File: src/rtl/pwm_evt_pkg.sv
package pwm_evt_pkg;

  localparam int ADDR_W = 3;
  localparam int NUM_EV = 6;
  localparam int ACTW_W = 2 * NUM_EV;

  localparam logic [ADDR_W-1:0] ADR_PERIOD = 3'd0;
  localparam logic [ADDR_W-1:0] ADR_CMPA   = 3'd1;
  localparam logic [ADDR_W-1:0] ADR_CMPB   = 3'd2;
  localparam logic [ADDR_W-1:0] ADR_MODE   = 3'd3;
  localparam logic [ADDR_W-1:0] ADR_ACTION = 3'd4;

  // event index equals field position; a higher index wins
  localparam int EV_ZERO = 0;
  localparam int EV_PER  = 1;
  localparam int EV_AUP  = 2;
  localparam int EV_ADN  = 3;
  localparam int EV_BUP  = 4;
  localparam int EV_BDN  = 5;

  typedef enum logic [1:0] {
    ACT_KEEP = 2'd0,
    ACT_FLIP = 2'd1,
    ACT_LOW  = 2'd2,
    ACT_HIGH = 2'd3
  } act_e;

  function automatic act_e field_of(input logic [ACTW_W-1:0] w, input int idx);
    return act_e'(w[2*idx +: 2]);
  endfunction

  function automatic logic apply_act(input act_e a, input logic cur);
    case (a)
      ACT_FLIP: return ~cur;
      ACT_LOW:  return 1'b0;
      ACT_HIGH: return 1'b1;
      default:  return cur;
    endcase
  endfunction

endpackage

File: src/rtl/pwm_evt_regs.sv
module pwm_evt_regs
  import pwm_evt_pkg::*;
#(
  parameter int CNT_W  = 16,
  parameter int DATA_W = 16
) (
  input  logic              clk,
  input  logic              rst_n,
  input  logic              wr_en,
  input  logic [ADDR_W-1:0] wr_addr,
  input  logic [DATA_W-1:0] wr_data,
  input  logic              at_zero,
  output logic [CNT_W-1:0]  per_pend,
  output logic              ud_pend,
  output logic [CNT_W-1:0]  per_act,
  output logic [CNT_W-1:0]  cmpa_act,
  output logic [CNT_W-1:0]  cmpb_act,
  output logic              ud_act,
  output logic [ACTW_W-1:0] act_word
);

  logic [CNT_W-1:0] cmpa_pend, cmpb_pend;

  always_ff @(posedge clk) begin
    if (!rst_n) begin
      per_pend  <= '0;
      cmpa_pend <= '0;
      cmpb_pend <= '0;
      ud_pend   <= 1'b0;
      act_word  <= '0;
    end else if (wr_en) begin
      case (wr_addr)
        ADR_PERIOD: per_pend  <= wr_data[CNT_W-1:0];
        ADR_CMPA:   cmpa_pend <= wr_data[CNT_W-1:0];
        ADR_CMPB:   cmpb_pend <= wr_data[CNT_W-1:0];
        ADR_MODE:   ud_pend   <= wr_data[0];
        ADR_ACTION: act_word  <= wr_data[ACTW_W-1:0];
        default: ;
      endcase
    end
  end

  // pending values move into use only at the zero point of the count
  always_ff @(posedge clk) begin
    if (!rst_n) begin
      per_act  <= '0;
      cmpa_act <= '0;
      cmpb_act <= '0;
      ud_act   <= 1'b0;
    end else if (at_zero) begin
      per_act  <= per_pend;
      cmpa_act <= cmpa_pend;
      cmpb_act <= cmpb_pend;
      ud_act   <= ud_pend;
    end
  end

endmodule

File: src/rtl/pwm_evt_counter.sv
module pwm_evt_counter #(
  parameter int CNT_W = 16
) (
  input  logic             clk,
  input  logic             rst_n,
  input  logic [CNT_W-1:0] per_pend,
  input  logic             ud_pend,
  input  logic [CNT_W-1:0] per_act,
  input  logic             ud_act,
  output logic [CNT_W-1:0] cnt_q,
  output logic             up_q,
  output logic             at_zero
);

  localparam logic [CNT_W-1:0] ONE = CNT_W'(1);

  logic [CNT_W-1:0] cnt_d;
  logic             up_d;

  assign at_zero = (cnt_q == '0);

  always_comb begin
    cnt_d = cnt_q - ONE;
    up_d  = up_q;
    if (at_zero) begin
      if (ud_pend) begin
        cnt_d = (per_pend == '0) ? '0 : ONE;
        up_d  = 1'b1;
      end else begin
        cnt_d = per_pend;
        up_d  = 1'b0;
      end
    end else if (ud_act && up_q) begin
      if (cnt_q == per_act) begin
        up_d = 1'b0;
      end else begin
        cnt_d = cnt_q + ONE;
      end
    end
  end

  always_ff @(posedge clk) begin
    if (!rst_n) begin
      cnt_q <= '0;
      up_q  <= 1'b0;
    end else begin
      cnt_q <= cnt_d;
      up_q  <= up_d;
    end
  end


  down_step_chk: assert property (@(posedge clk) disable iff (!rst_n)
    (!ud_act && cnt_q != '0) |=> cnt_q == CNT_W'($past(cnt_q) - ONE));


  up_step_chk: assert property (@(posedge clk) disable iff (!rst_n)
    (ud_act && up_q && cnt_q != '0 && cnt_q != per_act) |=> cnt_q == CNT_W'($past(cnt_q) + ONE));


  per_hold_chk: assert property (@(posedge clk) disable iff (!rst_n)
    (cnt_q != '0) |=> $stable(per_act));

endmodule

File: src/rtl/pwm_evt_events.sv
module pwm_evt_events
  import pwm_evt_pkg::*;
#(
  parameter int CNT_W = 16
) (
  input  logic              clk,
  input  logic              rst_n,
  input  logic [CNT_W-1:0]  cnt_q,
  input  logic              up_q,
  input  logic              ud_act,
  input  logic [CNT_W-1:0]  per_act,
  input  logic [CNT_W-1:0]  cmpa_act,
  input  logic [CNT_W-1:0]  cmpb_act,
  input  logic [ACTW_W-1:0] act_word,
  output logic [NUM_EV-1:0] hit,
  output act_e              sel_act
);

  logic a_match, b_match;

  assign a_match = (cnt_q == cmpa_act);
  assign b_match = (cnt_q == cmpb_act);

  assign hit[EV_ZERO] = (cnt_q == '0);
  assign hit[EV_PER]  = (cnt_q == per_act);
  assign hit[EV_AUP]  = a_match &&  up_q;
  assign hit[EV_ADN]  = a_match && !up_q;
  assign hit[EV_BUP]  = b_match &&  up_q;
  assign hit[EV_BDN]  = b_match && !up_q;

  // ascending scan: a later (higher priority) non-idle action overrides
  always_comb begin
    sel_act = ACT_KEEP;
    for (int i = 0; i < NUM_EV; i++) begin
      if (hit[i] && field_of(act_word, i) != ACT_KEEP) sel_act = field_of(act_word, i);
    end
  end


  no_up_evt_chk: assert property (@(posedge clk) disable iff (!rst_n)
    !ud_act |-> !(hit[EV_AUP] || hit[EV_BUP]));

endmodule

File: src/rtl/pwm_event_gen.sv
module pwm_event_gen
  import pwm_evt_pkg::*;
#(
  parameter int CNT_W  = 16,
  parameter int DATA_W = 16
) (
  input  logic              clk,
  input  logic              rst_n,
  input  logic              wr_en,
  input  logic [2:0]        wr_addr,
  input  logic [DATA_W-1:0] wr_data,
  output logic              pwm_out,
  output logic [CNT_W-1:0]  count,
  output logic              count_up
);

  logic [CNT_W-1:0]  per_pend, per_act, cmpa_act, cmpb_act, cnt_q;
  logic              ud_pend, ud_act, up_q, at_zero;
  logic [ACTW_W-1:0] act_word;
  logic [NUM_EV-1:0] hit;
  act_e              sel_act;

  pwm_evt_regs #(.CNT_W(CNT_W), .DATA_W(DATA_W)) u_regs (
    .clk(clk), .rst_n(rst_n), .wr_en(wr_en), .wr_addr(wr_addr), .wr_data(wr_data),
    .at_zero(at_zero), .per_pend(per_pend), .ud_pend(ud_pend), .per_act(per_act),
    .cmpa_act(cmpa_act), .cmpb_act(cmpb_act), .ud_act(ud_act), .act_word(act_word)
  );

  pwm_evt_counter #(.CNT_W(CNT_W)) u_cnt (
    .clk(clk), .rst_n(rst_n), .per_pend(per_pend), .ud_pend(ud_pend),
    .per_act(per_act), .ud_act(ud_act), .cnt_q(cnt_q), .up_q(up_q), .at_zero(at_zero)
  );

  pwm_evt_events #(.CNT_W(CNT_W)) u_evt (
    .clk(clk), .rst_n(rst_n), .cnt_q(cnt_q), .up_q(up_q), .ud_act(ud_act),
    .per_act(per_act), .cmpa_act(cmpa_act), .cmpb_act(cmpb_act),
    .act_word(act_word), .hit(hit), .sel_act(sel_act)
  );

  always_ff @(posedge clk) begin
    if (!rst_n) pwm_out <= 1'b0;
    else        pwm_out <= apply_act(sel_act, pwm_out);
  end

  assign count    = cnt_q;
  assign count_up = up_q;


  hold_out_chk: assert property (@(posedge clk) disable iff (!rst_n)
    (sel_act == ACT_KEEP) |=> $stable(pwm_out));


  flip_out_chk: assert property (@(posedge clk) disable iff (!rst_n)
    (sel_act == ACT_FLIP) |=> pwm_out != $past(pwm_out));


  low_out_chk: assert property (@(posedge clk) disable iff (!rst_n)
    (sel_act == ACT_LOW) |=> !pwm_out);


  high_out_chk: assert property (@(posedge clk) disable iff (!rst_n)
    (sel_act == ACT_HIGH) |=> pwm_out);

endmodule

File: config.mk
export PLATFORM = sky130hd
export DESIGN_NAME = pwm_event_gen
export DESIGN_NICKNAME = d
export VERILOG_FILES = /design/src/rtl/pwm_evt_pkg.sv /design/src/rtl/pwm_evt_regs.sv /design/src/rtl/pwm_evt_counter.sv /design/src/rtl/pwm_evt_events.sv /design/src/rtl/pwm_event_gen.sv
export SDC_FILE = /design/constraint.sdc
export NUM_CORES = 1
export LEC_CHECK = 0
export CORE_MARGIN = 2
export CORE_UTILIZATION = 40
export CTS_CLUSTER_SIZE = 14
export DETAILED_ROUTE_END_ITERATION = 10
export SYNTH_ARGS = -nofsm -noshare
export SYNTH_HDL_FRONTEND = slang
export SYNTH_SLANG_ARGS = --single-unit
export TNS_END_PERCENT = 10
File: constraint.sdc
create_clock -name clk -period 3.2 [get_ports clk]
set_input_delay 0.64 -clock clk [delete_from_list [all_inputs] [get_ports clk]]
set_output_delay 0.64 -clock clk [all_outputs]
set_load 0.005 [all_outputs]
# Word level (Yosys, flattened, before mapping)
# Cells that the tools add are included.
dict set report totals {
  ff_bits 128
  inputBits 22
  output_inout_bits 18
  word_cells 71
}
dict set report classes {
  n_addsub 2
  eq_ne 10
  mux 16
  n_bitwise 1
  n_reduce_logical 30
}
# op count
set op_table {}
lappend op_table {{16-bit two-way mux} 4}
lappend op_table {{16-bit equality test} 3}
lappend op_table {{16-bit zero test} 2}
lappend op_table {{16-bit by 1-bit adder with 16-bit output, second input constant} 1}
lappend op_table {{2-bit nonzero test} 8}
lappend op_table {{16-bit by 1-bit subtractor with 16-bit output, second input constant} 1}
lappend op_table {{2-bit two-way mux} 6}
lappend op_table {{2-bit AND reduction} 6}
lappend op_table {{1-bit logical AND} 11}
lappend op_table {{3-bit by 2-bit equality test with 1-bit output, second input constant} 2}
lappend op_table {{1-bit two-way mux} 5}
lappend op_table {{2-bit equality test, second input constant} 2}
lappend op_table {{3-bit by 1-bit equality test with 1-bit output, second input constant} 1}
lappend op_table {{3-bit equality test, second input constant} 1}
lappend op_table {{3-bit zero test} 1}
lappend op_table {{1-bit one-hot mux with 3 select lines} 1}
lappend op_table {{3-bit nonzero test} 1}
lappend op_table {{2-bit by 1-bit equality test with 1-bit output, second input constant} 1}
lappend op_table {{1-bit zero test} 1}
lappend op_table {{1-bit NOT} 1}

# Logic depth before layout (Yosys ltp)
# Gate-level depths: netlist of run 1.
dict set report depth {
  ltp_word 10
  ltp_mapped 10
}

# Cells and area by module
# A second synthesis of run 1 with hierarchy kept.
dict set report hier_totals {
  hier_cells 699
  hier_area_um2 6646.4
}
# mod n_inst cells_each area_per_inst_um2 seq_area_each_um2
set by_module_without_submodules {}
lappend by_module_without_submodules {pwm_evt_regs 1 378 4150.2 2202.1}
lappend by_module_without_submodules {pwm_evt_counter 1 213 1654.1 340.3}
lappend by_module_without_submodules {pwm_evt_events 1 103 795.8 0.0}
lappend by_module_without_submodules {pwm_event_gen 1 5 46.3 20.0}

# Worst setup path after synthesis of run 1
# No wires, ideal clock.
dict set report synth_path {
  path_type {register -> register}
  start {register u_cnt.cnt_q[8]}
  end {register u_regs.cmpa_act[15]}
  t_arrival_ps 2458
  required_ps 3068
  setup_slack_ps 609
  path_stages_with_launch 10
  path_buffers 4
  period_less_slack_ps 2591
  cell_sequence {dfxtp_1 buf_4 or4_4 or3_4 or4_1 clkbuf_1 buf_2 buf_2 nand2_1 a21oi_1}
}
dict set report synth_via {
  elab_chain_len 1
}
# element line
set synth_rtl {}
lappend synth_rtl {{start, declared} pwm_evt_counter.sv:10} ;# output logic [CNT_W-1:0] cnt_q,
lappend synth_rtl {{start signal, assigned} pwm_evt_counter.sv:47} ;# cnt_q <= cnt_d;
lappend synth_rtl {{16-bit zero test} pwm_evt_counter.sv:20} ;# assign at_zero = (cnt_q == '0);
lappend synth_rtl {{end signal, assigned} pwm_evt_regs.sv:52} ;# cmpa_act <= cmpa_pend;
lappend synth_rtl {{end, declared} pwm_evt_regs.sv:16} ;# output logic [CNT_W-1:0] cmpa_act,
# Every way passes these cells.
# A chain may end at the register's enable or synchronous reset.

# Final worst setup path of run 1
dict set report layout_path {
  start {register u_cnt.cnt_q[2]}
  end {register pwm_out}
}
dict set report layout_via {
  elab_chain_len 10
}
# element line
set layout_rtl {}
lappend layout_rtl {{16-bit zero test} pwm_evt_events.sv:24} ;# assign hit[EV_ZERO] = (cnt_q == '0);
lappend layout_rtl {{1-bit logical AND} pwm_evt_events.sv:35} ;# if (hit[i] && field_of(act_word, i) != ACT_KEEP) sel_act = field_of(act_word, i);
lappend layout_rtl {{2-bit two-way mux (5 in series)} pwm_evt_events.sv:35}
lappend layout_rtl {{2-bit two-way mux *} pwm_evt_events.sv:35}
lappend layout_rtl {{2-bit equality test / 2-bit by 1-bit equality test with 1-bit output (equally long branches)} pwm_evt_pkg.sv:33} ;# case (a)
lappend layout_rtl {{1-bit one-hot mux with 3 select lines / 3-bit nonzero test (equally long branches)} n/a}
lappend layout_rtl {{end signal, assigned} pwm_event_gen.sv:42} ;# else pwm_out <= apply_act(sel_act, pwm_out);
lappend layout_rtl {{end, declared} pwm_event_gen.sv:12} ;# output logic pwm_out,
# Every way passes the cells marked *; elsewhere a longest branch is shown, timed or not.

==> metrics.md, run 1 <==
| Metric | Value |
|---|---|
| Sinks on the clock net | 128 |
| Tmin final | approximately 2.9 ns |
| Worst setup path endpoint | pwm_out$_SDFFE_PN0P_ |
| Clock latency reported for the late side of the worst-skew pair | about 0.41 ns |
| Wirelength per Cell | approximately 18 um |
| Global-route wire length before repair | between 20000 and 30000 um |
| Sequential Power Share | about a third |
| Switching share of power | a little over a third |
| Part of the cycle the worst path needs | between 80% and 90% |
| DRT antenna net count | 0 |
| Antenna Diode Count | 0 |
| Average vias per placed instance | ~5.6 |
| Data arrival time of the critical path | around 3.2 ns |
| Post-route cell area | around 7000 sq um |
| Number of buffers and inverters on the critical path | 0 |
| Vias in the first global route | about 5000 |
| Depth of the most critical reg-to-reg path | 7 |
| Routability Congestion | between 0.9 and 1 |
| Core area | between 10000 and 15000 sq um |
| Endpoint kind of the worst setup timing path | flip-flop |
| Iter 0 DRT Violations | 574 |
| Status | complete, no violations |
| Share of layout cells above drive strength 1 | under 10% |
| Via count | ~5600 |
| Number of standard cells in the layout, taps in and fillers out | 986 |
| Overall power of the completed layout | roughly 5.9 mW |
| Count of boundary I/O pins | 40 |
| Power density over cell area | about 850 nW/um^2 |
| Peak per-stage delay on the critical path | 0.59 ns |
| Number of flip-flops and latches in the synthesized netlist | between 100 and 150 |
| Reg-to-reg endpoint | pwm_out$_SDFFE_PN0P_ |
| All-Layer GR Usage | between 20% and 30% |
| Chip height | between 100 and 150 um |
| Count of max-cap constraint violations | 0 |
| Area enclosed by the die boundary | ~16000 sq um |
| Seq. cell area | between 2000 and 3000 sq um |
| IO buf count | 39 |
| Post-synthesis cell area | approximately 5900 sq um |
| Max Buffers Root-to-Sink | 2 |
| Initial cell density of the core | approximately two fifths |
| Post-CTS Repair Setup Buffers | 0 |
| Most common library cell in the layout ignoring fill and taps | sky130_fd_sc_hd__nand2_1 |
| Total internal power | 3.782 mW |
| Cell count after placement | between 900 and 1000 |
| Start point of the critical path | u_cnt.cnt_q[2]$_SDFF_PN0_ |
| Fraction of the core area covered by cells at the end of the flow | about 49% |
| Fmax | approximately 0.35 GHz |
| Critical Path Start Type | flip-flop |
| Avg Cell Area, Syn | approximately 7.7 sq um |
| Depth of the critical timing path with buffers and inverters included | 7 |
| Synthesized netlist net count | between 700 and 800 |
| Final hold slack | 0.4510 ns |
| Post-detailed-placement half-perimeter wirelength | 12190 um |
| Final setup violation count | 0 |
| Register-to-register path setup slack | 0.35 ns |
| Most frequent cells in the layout | sky130_fd_sc_hd__nand2_1, sky130_fd_sc_hd__dfxtp_1, sky130_fd_sc_hd__a21oi_1, sky130_fd_sc_hd__clkdlybuf4s50_1, sky130_fd_sc_hd__xor2_1 |
| Setup TNS | 0 ns |
| Commonest register cell after synthesis | sky130_fd_sc_hd__dfxtp_1 |
| Clock tree from TritonCTS | yes |
| Number of detailed-route iterations in the first pass | 5 |
| Share of synthesized area occupied by flip-flops and latches | 43.65% |
| Critical path's slowest cell | sky130_fd_sc_hd__nor4_1 |
| Warnings from Yosys | 0 |
| Critical Path Fanout Max | 9 |
| FFs w/ async S/R, synth | 0% |
| Portion of total power attributed to combinational logic | a little under two fifths |
| Crit path setup slack, layout | roughly 0.35 ns |
| Footprint of the multi-input gates | about 3000 sq um |
| Clock-pin slew of the registers on the worst-case setup and hold paths | ~0.050 ns |
| CP Data Required Time | 3.54 ns |
| Pre-CTS setup slack | roughly 0.42 ns |
| Tightest Pin Transition | approximately 0.76 ns |
| Worst voltage drop across the vdd grid | roughly 430 uV |
| Antenna violations before repair | 0 |
| # DRC | 0 |
| Type of the worst setup path | flip-flop to flip-flop |
| Total gr overflow | 0 |
| Post-cts hold buffer count | 0 |
| Kind of cell adding the most delay to the critical path | simple AND/OR/NAND/NOR gates |
| TritonCTS buffer count | 17 |
| Detailed Route WL | around 18000 um |
| NumNets Final | between 800 and 900 |
| Pin count of the biggest net entering global routing | 85 |
| Leakage power | about 2.5 nW |
| H-Tree Level Count | 4 |
| Number of enable flip-flop cells after synthesis | 0 |
| Placed Instance Area | 6481 sq um |
| Relative max-transition margin | 49.37% |
| Sw power | ~2.2 mW |
| Layout Skew | between 0.007 and 0.008 ns |
| Hold/Removal Path Class | flip-flop to flip-flop |
| Cell-by-cell listing of the critical path | xor2_1, nor4_1, and4_1, a22oi_1, a221o_1, a211o_1, a21oi_1 |
| FILL cells | 1449 |
| Proportion of power drawn by the clock network | around 30% |
| Horizontal die dimension | between 100 and 150 um |
| Final slew viol count | 0 |
| Number of distinct library cells after synthesis | between 50 and 60 |
| Post-synthesis instance total | about 770 |
| Area overhead of the layout relative to synthesis | 19.76% |
| # rows | 44 |
| Setup repair after global routing missed its margin | no |
| Worst reg2reg path startpoint | u_cnt.cnt_q[2]$_SDFF_PN0_ |
| Final number of hold-violating endpoints | 0 |
| CTS root buf | sky130_fd_sc_hd__clkbuf_16 |
| Count of instances resized after the clock tree is built | 0 |
==> state kept, by name, indices dropped and copies added, names as in the netlist <==
register          flops
u_regs.per_pend      16
u_cnt.cnt_q          16
u_regs.cmpa_act      16
pwm_out               1
u_regs.ud_act         1
u_regs.cmpb_pend     16
u_regs.per_act       16
u_regs.act_word      12
u_regs.ud_pend        1
u_regs.cmpb_act      16
u_cnt.up_q            1
u_regs.cmpa_pend     16
==> cells by family after synthesis <==
family                     share of synthesized area, %
DFF                                               43.65
adders and majority gates                        0.6395
and+or+nand+nor                                   26.64
buffers and inverters                             4.795
AOI/OAI and AO/OA                                 16.26
muxes                                            0.5541
xor gates and xnor gates                          7.460
==> layer usage <==
| metal | GRT usage, % | part of all wire (%) | vias up |
|---|---|---|---|
| met3 | 4.322 | 6.6 | 40 |
| met5 | 0 | 0 | - |
| met4 | 10.52 | 3.1 | 0 |
| met2 | 33.41 | 44 | 216 |
| li1 | - | - | 2656 |
| met1 | 32.64 | 46 | 2651 |
==> worst min-delay path by stage <==
stage | startpoint | end | slack [ns] | cells after the start
after CTS | u_regs.cmpa_pend[3]$_SDFFE_PN0P_ | u_regs.cmpa_pend[3]$_SDFFE_PN0P_ | 0.45 | 2
after global routing | u_regs.cmpb_pend[13]$_SDFFE_PN0P_ | u_regs.cmpb_pend[13]$_SDFFE_PN0P_ | 0.47 | 2
final | u_regs.cmpb_pend[11]$_SDFFE_PN0P_ | u_regs.cmpb_act[11]$_SDFFE_PN0N_ | 0.45 | 2
after global placement | u_regs.cmpa_pend[8]$_SDFFE_PN0P_ | u_regs.cmpa_act[8]$_SDFFE_PN0N_ | 0.44 | 2
after floorplan | u_regs.act_word[1]$_SDFFE_PN0P_ | u_regs.act_word[1]$_SDFFE_PN0P_ | 0.44 | 2
after detailed placement | u_regs.cmpa_pend[3]$_SDFFE_PN0P_ | u_regs.cmpa_pend[3]$_SDFFE_PN0P_ | 0.45 | 2
==> power groups by stage <==
stage / logic (mW) / clock network, mW / registers, mW
6_report: 2.28 / 1.80 / 1.87
5_1_grt: 2.46 / 1.90 / 1.88
3_3_place_gp: 2.23 / 0 / 1.90
3_5_place_dp: 2.24 / 0 / 1.90
2_1_floorplan: 1.46 / 0 / 1.82
4_1_cts: 2.25 / 1.83 / 1.87
==> final cells by class <==
type                    instances  area share, %
clock buffers                  24          6.994
clock inverters                 6         0.8187
inverters                       9         0.4983
multi-input cells             568          43.07
flip-flops and latches        128          36.45
well taps                     184          3.275
repair buffers                 67          8.898
==> worst reg2reg max path, cell delays in order (launching register included) <==
cell                      delay, ns
sky130_fd_sc_hd__dfxtp_1       0.51
sky130_fd_sc_hd__xor2_1        0.13
sky130_fd_sc_hd__nor4_1        0.59
sky130_fd_sc_hd__and4_1        0.57
sky130_fd_sc_hd__a22oi_1       0.16
sky130_fd_sc_hd__a221o_1       0.36
sky130_fd_sc_hd__a211o_1       0.30
sky130_fd_sc_hd__a21oi_1       0.16
==> cells in the mapped netlist (all sizes together) (9+ instances only) <==
cell	number	area [sq um]
nor4	16	115.1
nor2	20	75.07
nand4	10	62.56
a21oi	121	605.6
xnor2	18	157.7
clkbuf	47	176.4
inv	9	33.78
nand2	241	904.6
buf	13	71.32
dfxtp	128	2562
xor2	32	280.3
nand4b	9	78.83
Note: power is estimated with default switching activity, not from simulation.
==> run 2: changes to the inputs <==
- SLEW_MARGIN: default -> 20
==> results of run 2 <==
Final layout, timing and power as in run 1 (identical DEF).
==> run 3: changes to the inputs <==
- SLEW_MARGIN: 20 -> 10
==> results of run 3 <==
Final layout, timing and power as in run 1 (identical DEF).
